<file path="src/rtl/i2c_slave_ctrl.sv">
module i2c_slave_ctrl #(
  parameter int SYNC_STAGES = 2
) (
  input  logic       clk,
  input  logic       rst_n,
  input  logic       scl_in,
  input  logic       sda_in,
  output logic       scl_pull,
  output logic       sda_pull,
  input  logic [2:0] cpu_sel,
  input  logic       cpu_wr,
  input  logic       cpu_rd,
  input  logic [7:0] cpu_wdata,
  output logic [7:0] cpu_rdata,
  output logic       irq
);

  localparam logic [2:0] SEL_BUF = 3'd0;
  localparam logic [2:0] SEL_ADL = 3'd1;
  localparam logic [2:0] SEL_ADH = 3'd2;
  localparam logic [2:0] SEL_CTL = 3'd3;
  localparam logic [2:0] SEL_STA = 3'd4;

  typedef enum logic [2:0] {ST_IDLE, ST_ADR1, ST_ADR2, ST_RX, ST_TX, ST_DONE} st_t;

  logic [SYNC_STAGES-1:0] scl_sy, sda_sy;
  logic scl_s, sda_s, scl_q, sda_q;
  logic scl_rise, scl_fall, start_ev, stop_ev;
  st_t  st, nxt_q, nxt_c;
  logic [3:0] cnt, mode;
  logic [7:0] sr, buf_q, own_lo;
  logic [1:0] own_hi;
  logic ack_ph, mack, bf, ov, irq_f, rw, ckp, tx_ld, rel_pend, hi_ok;
  logic active, ten, ss_irq, rx_st, byte_end, hit, accept;

  assign scl_s    = scl_sy[SYNC_STAGES-1];
  assign sda_s    = sda_sy[SYNC_STAGES-1];
  assign scl_rise = scl_s & ~scl_q;
  assign scl_fall = ~scl_s & scl_q;
  assign start_ev = scl_s & scl_q & sda_q & ~sda_s;
  assign stop_ev  = scl_s & scl_q & ~sda_q & sda_s;

  assign active = (mode[2:1] == 2'b11);
  assign ten    = mode[0];
  assign ss_irq = mode[3];
  assign rx_st  = (st == ST_ADR1) || (st == ST_ADR2) || (st == ST_RX);
  assign byte_end = scl_fall && !ack_ph && (cnt == 4'd8) && rx_st;
  assign accept   = byte_end && hit && !bf && !ov;
  assign irq = irq_f;

  always_comb begin
    hit   = 1'b0;
    nxt_c = ST_DONE;
    case (st)
      ST_ADR1: begin
        if (!ten) begin
          hit   = (sr[7:1] == own_lo[6:0]);
          nxt_c = sr[0] ? ST_TX : ST_RX;
        end else begin
          hit   = (sr[7:1] == {5'b11110, own_hi}) && (!sr[0] || hi_ok);
          nxt_c = sr[0] ? ST_TX : ST_ADR2;
        end
      end
      ST_ADR2: begin
        hit   = (sr == own_lo);
        nxt_c = ST_RX;
      end
      ST_RX: begin
        hit   = 1'b1;
        nxt_c = ST_RX;
      end
      default: ;
    endcase
  end

  always_comb begin
    case (cpu_sel)
      SEL_BUF: cpu_rdata = buf_q;
      SEL_ADL: cpu_rdata = own_lo;
      SEL_ADH: cpu_rdata = {6'd0, own_hi};
      SEL_CTL: cpu_rdata = {3'd0, ckp, mode};
      SEL_STA: cpu_rdata = {3'd0, scl_pull, rw, irq_f, ov, bf};
      default: cpu_rdata = 8'd0;
    endcase
  end

  always_ff @(posedge clk or negedge rst_n) begin
    if (!rst_n) begin
      scl_sy <= '1; sda_sy <= '1; scl_q <= 1'b1; sda_q <= 1'b1;
      st <= ST_IDLE; nxt_q <= ST_IDLE;
      cnt <= 4'd0; mode <= 4'd0; sr <= 8'd0; buf_q <= 8'd0;
      own_lo <= 8'd0; own_hi <= 2'd0;
      ack_ph <= 1'b0; mack <= 1'b0; bf <= 1'b0; ov <= 1'b0; irq_f <= 1'b0;
      rw <= 1'b0; ckp <= 1'b0; tx_ld <= 1'b0; rel_pend <= 1'b0; hi_ok <= 1'b0;
      scl_pull <= 1'b0; sda_pull <= 1'b0;
    end else begin
      scl_sy <= {scl_sy[SYNC_STAGES-2:0], scl_in};
      sda_sy <= {sda_sy[SYNC_STAGES-2:0], sda_in};
      scl_q  <= scl_s;
      sda_q  <= sda_s;

      if (rel_pend) begin
        scl_pull <= 1'b0;
        rel_pend <= 1'b0;
      end

      if (cpu_rd && cpu_sel == SEL_BUF) bf <= 1'b0;
      if (cpu_wr) begin
        case (cpu_sel)
          SEL_BUF: begin buf_q <= cpu_wdata; tx_ld <= 1'b1; end
          SEL_ADL: own_lo <= cpu_wdata;
          SEL_ADH: own_hi <= cpu_wdata[1:0];
          SEL_CTL: begin
            mode <= cpu_wdata[3:0];
            if (cpu_wdata[4] && scl_pull && tx_ld && !rel_pend) begin
              ckp      <= 1'b1;
              sr       <= buf_q;
              sda_pull <= ~buf_q[7];
              rel_pend <= 1'b1;
              tx_ld    <= 1'b0;
            end
          end
          SEL_STA: begin
            if (cpu_wdata[1]) ov    <= 1'b0;
            if (cpu_wdata[2]) irq_f <= 1'b0;
          end
          default: ;
        endcase
      end

      if (!active) begin
        st <= ST_IDLE; ack_ph <= 1'b0;
        sda_pull <= 1'b0; scl_pull <= 1'b0;
      end else if (start_ev) begin
        st <= ST_ADR1; cnt <= 4'd0; ack_ph <= 1'b0; sda_pull <= 1'b0;
        if (ss_irq) irq_f <= 1'b1;
      end else if (stop_ev) begin
        st <= ST_IDLE; ack_ph <= 1'b0; sda_pull <= 1'b0; hi_ok <= 1'b0;
        if (ss_irq) irq_f <= 1'b1;
      end else if (scl_rise) begin
        if (ack_ph) begin
          if (st == ST_TX) mack <= ~sda_s;
        end else if (rx_st) begin
          sr  <= {sr[6:0], sda_s};
          cnt <= cnt + 4'd1;
        end else if (st == ST_TX) begin
          cnt <= cnt + 4'd1;
        end
      end else if (scl_fall) begin
        if (ack_ph) begin
          ack_ph <= 1'b0; sda_pull <= 1'b0; cnt <= 4'd0;
          if (st == ST_TX) begin
            irq_f <= 1'b1;
            if (mack) begin
              scl_pull <= 1'b1; ckp <= 1'b0; tx_ld <= 1'b0;
            end else begin
              st <= ST_DONE;
            end
          end else begin
            st <= nxt_q;
            if (nxt_q == ST_TX) begin
              scl_pull <= 1'b1; ckp <= 1'b0; tx_ld <= 1'b0;
            end
          end
        end else if (byte_end) begin
          ack_ph <= 1'b1; cnt <= 4'd0;
          if (accept) begin
            buf_q <= sr; bf <= 1'b1; irq_f <= 1'b1; sda_pull <= 1'b1;
            nxt_q <= nxt_c;
            if (st == ST_ADR1) rw <= sr[0];
            if (st == ST_ADR2) hi_ok <= 1'b1;
          end else begin
            nxt_q <= ST_DONE;
            if (hit && bf) ov <= 1'b1;
          end
        end else if (st == ST_TX && cnt == 4'd8) begin
          sda_pull <= 1'b0; ack_ph <= 1'b1; cnt <= 4'd0; mack <= 1'b0;
        end else if (st == ST_TX) begin
          sr       <= {sr[6:0], 1'b0};
          sda_pull <= ~sr[6];
        end
      end
    end
  end

  assert_nack_when_busy_R3: assert property (@(posedge clk) disable iff (!rst_n)
    ($rose(ack_ph) && sda_pull) |-> (!$past(bf) && !$past(ov)));

  assert_read_clears_full_R5: assert property (@(posedge clk) disable iff (!rst_n)
    (cpu_rd && cpu_sel == SEL_BUF && !accept) |=> !bf);

  assert_overflow_keeps_buffer_R7: assert property (@(posedge clk) disable iff (!rst_n)
    ($rose(ov) && !$past(cpu_wr)) |-> $stable(buf_q));

  assert_hold_needs_load_R8: assert property (@(posedge clk) disable iff (!rst_n)
    ($fell(scl_pull) && active) |-> $past(tx_ld, 2));

  assert_sda_steady_high_R11: assert property (@(posedge clk) disable iff (!rst_n)
    (scl_s && scl_q && active) |=> $stable(sda_pull));

endmodule

</file>
<file path="config.mk">
export PLATFORM = sky130hd
export DESIGN_NAME = i2c_slave_ctrl
export DESIGN_NICKNAME = d
export VERILOG_FILES = /design/src/rtl/i2c_slave_ctrl.sv
export SDC_FILE = /design/constraint.sdc
export NUM_CORES = 1
export LEC_CHECK = 0
export BUFFER_PORTS_ARGS = -buffer_cell sky130_fd_sc_hd__buf_4
export CAP_MARGIN = 40
export CORE_ASPECT_RATIO = 1.1
export CORE_MARGIN = 4
export CORE_UTILIZATION = 53
export CTS_BUF_LIST = sky130_fd_sc_hd__clkbuf_4
export DETAILED_ROUTE_END_ITERATION = 8
export PLACE_DENSITY_LB_ADDON = 0.12
export SLEW_MARGIN = 20
export SYNTH_ARGS = -nofsm -noshare
export SYNTH_HDL_FRONTEND = slang
export SYNTH_SLANG_ARGS = --single-unit
</file>
<file path="constraint.sdc">
create_clock -name clk -period 2.8 [get_ports clk]
set_input_delay 0.14 -clock clk [delete_from_list [all_inputs] [get_ports clk]]
set_output_delay 0.14 -clock clk [all_outputs]
set_load 0.005 [all_outputs]
</file>
==> flow_summary.yaml <==
global_route:
  grt_pass1_vias: 2780
  grt_overflow_total: 0
  grt_max_degree: 59
  antenna_found_initial: 0
  grt_pass1_wl_um: 13700
  track_usage: 0.223
place:
  port-buffer-count: 27
  place.gp.congestion: 0.916
  dp_hpwl_um: 5940
pwr:
  internal_power_mw: 1.49
  clockPowerShare: 0.330
  power_mw: 2.07
  power_switching_uw: 580
  vdd_drop_max_mv: 0.336
  seq_power_share: 0.495
  p_leak_nw: 1.57
  powerDensity_nw_per_um2: 530
  p_comb_frac: 0.175
  switching_share: 0.280
sta:
  fin_worst_skew_ps: 11.0
  hold_viol: 0
  finalSetupTns_ps: 0
  clock.fmax_mhz: 433
  drv_slew: 0
  max_slew_margin: 0.513
  period_minus_slack_ps: 2310
  worst_slew_pin_slew_ps: 727
  finalSetupViolCount: 0
  rsz0062_at_grt: "false"
  period_share: 0.825
routing:
  detail_route.wl_per_cell_um: 17.7
  vias: 2726
  routed_via_density: 5.95
  postRouteAntennaNets: 0
  drc: 0
  first_pass_iters: 6
  routed_wl_um: 8100
  drt_iter0_drc: 148
yosys:
  yosysWarnings: 0
  yosys_most_used_dff: "dfrtp_1"
  ys_ff_latch: 58
  netlist_instances: 337
  synth.distinct_cells: 54
  synth_edf_count: 0
  synth_nets: 359
  synth.area.mux_share: 0.150
  synth_top_family_by_area: "simple AND/OR/NAND/NOR gates"
  synth_compound_area_frac: 0.136
  netlist_area_um2: 3400
  synth_fa_ha_area_frac: 0.0184
  syn_area_per_cell_um2: 10.1
  synthXorXnorAreaFrac: 0.0516
  ys_seq_area_frac: 0.430
  post_synth_and_or_nand_nor_area_fraction: 0.185
  synthArstFlopShare: 1.00
finish:
  syn_to_final_growth_pct: 14.9
  drive_above_1_share: 0.246
  fin_util: 0.630
  fin_nets: 395
  antenna_cells: 0
  final_cell_mix: "dfrtp_1 (52), nor2_1 (33), mux2_2 (32)"
  layout_commonest_cell: "dfrtp_1"
setup_path:
  crit_type: "flip-flop to flip-flop"
  end_kind: "flip-flop"
  critPathArrivalTime_ps: 2590
  worstPathRequired_ps: 3080
  critPathLaunchType: "flip-flop"
  cp_max_fo: 9
clock_network:
  cts_buffer_depth: 2
  htree_levels: 3
  cts_tree: "done"
  cts_root_buf: "clkbuf_4"
  insertion_delay_ps: 400
  clk_transition_reported_paths_ps: 100
  cts_made_buffers: 9
  clock-sinks: 58
floorplan:
  start_util: 0.548
  die_x_um: 84.3
  row_count: 30
  core_area_um2: 6190
  die_area_um2: 7750
  die_h_um: 92.0
  ios: 28
worst_hold_path:
  worstHoldPathType: "primary input to flip-flop"
status:
  status: "finished, final reports clean"
run:
  cap_violations: 0
## path summary, 6_finish.rpt
| kind | start | endpoint | slack, ps | cells past startpoint |
|---|---|---|---|---|
| max in group asynchronous | rst_n | own_hi[0] | 1980 | 2 |
| min in group asynchronous | rst_n | cnt[3] | 310 | 2 |
| worst max-delay path | scl_q | nxt_q[2] | 490 | 6 |
| worst min-delay path | cpu_wdata[4] | own_lo[4] | 20 | 2 |
| worst max register to register | scl_q | nxt_q[2] | 490 | 6 |
| worst min register to register | scl_sy[0] | scl_sy[1] | 350 | 0 |
## worst max-delay path, stage by stage, from the launching register on
cell and delay, ps:
dfstp_2 550, inv_1 40, ha_1 270, nand2b_1 270
nor2_1 420, nand2_1 230, o41a_1 410
## cell type report
class / instances / area [um2]
Clock buffer: 10 / 75.1
Clock inverter: 6 / 81.3
Fill cell: 557 / 2290
Inverter: 7 / 26.3
Multi-Input combinational cell: 257 / 1840
Sequential cell: 58 / 1460
Tap cell: 80 / 100
Timing Repair Buffer: 40 / 323
## registers in the layout (all words and copies together) (netlist names), 2 cells and up
register  count
buf_q         8
own_lo        8
sr            8
cnt           4
mode          4
nxt_q         3
st            3
own_hi        2
scl_sy        2
sda_sy        2
## synthesized netlist by cell type, types with 4 or more instances
library cell | number | area (um2)
a22oi_1 | 4 | 30.0
o22ai_1 | 5 | 31.3
nor2b_1 | 4 | 25.0
clkbuf_1 | 5 | 18.8
a21oi_1 | 16 | 80.1
nand4b_1 | 5 | 43.8
nor3b_1 | 6 | 45.0
dfrtp_1 | 52 | 1300
nand3_1 | 6 | 30.0
mux2i_1 | 15 | 150
nor4_1 | 4 | 25.0
dfstp_2 | 6 | 158
ha_1 | 5 | 62.6
nand2b_1 | 4 | 25.0
xor2_1 | 18 | 158
and2_1 | 4 | 25.0
o21ai_0 | 16 | 80.1
nor3_1 | 8 | 40.0
nor2_1 | 33 | 124
buf_2 | 7 | 35.0
nand4_1 | 4 | 25.0
nand3b_1 | 6 | 45.0
inv_1 | 7 | 26.3
nand2_1 | 24 | 90.1
mux2_2 | 32 | 360
## cells by family (layout without fill, tap and decap cells)
| group | count (synthesis) | count (layout) |
|---|---|---|
| XOR/XNOR | 20 | 20 |
| AND/OR/NAND/NOR | 118 | 118 |
| multiplexers | 47 | 47 |
| adder cells (fa/ha/maj) | 5 | 5 |
| flip-flops | 58 | 58 |
| buffers and inverters | 22 | 63 |
| AO/OA/AOI/OAI | 67 | 67 |
## stage by stage
stage	setup slack [ps]	instances	hold WS (ps)	cell area, um2
3_5_place_dp	514	433	241	3660
5_1_grt	328	458	3.91	3900
6_report	491	458	17.2	3900
3_3_place_gp	611	433	239	3660
4_1_cts	506	457	0.901	3890
2_1_floorplan	664	337	-156	3400
## metal layers
| metal | GRT usage | share of wire | vias up |
|---|---|---|---|
| met4 | 0.0979 | 0.021 | 0 |
| met5 | 0 | 0 | - |
| met2 | 0.364 | 0.49 | 81 |
| li1 | - | - | 1293 |
| met1 | 0.291 | 0.44 | 1332 |
| met3 | 0.0341 | 0.049 | 20 |
## what timing repair did
action                    in CTS  in global routing
buffers inserted               0                  0
hold buffers                   8                  1
gates resized for setup        0                  0
hold endpoints to repair      60                  1
## power groups by stage
stage,clock network (mW),logic [mW],registers [mW]
floorplan,0,0.237,1.01
global placement,0,0.343,1.04
detailed placement,0,0.352,1.04
CTS,0.700,0.364,1.02
global route,0.740,0.403,1.04
finish,0.684,0.362,1.02
No activity file was read; power rests on OpenSTA's default activity.
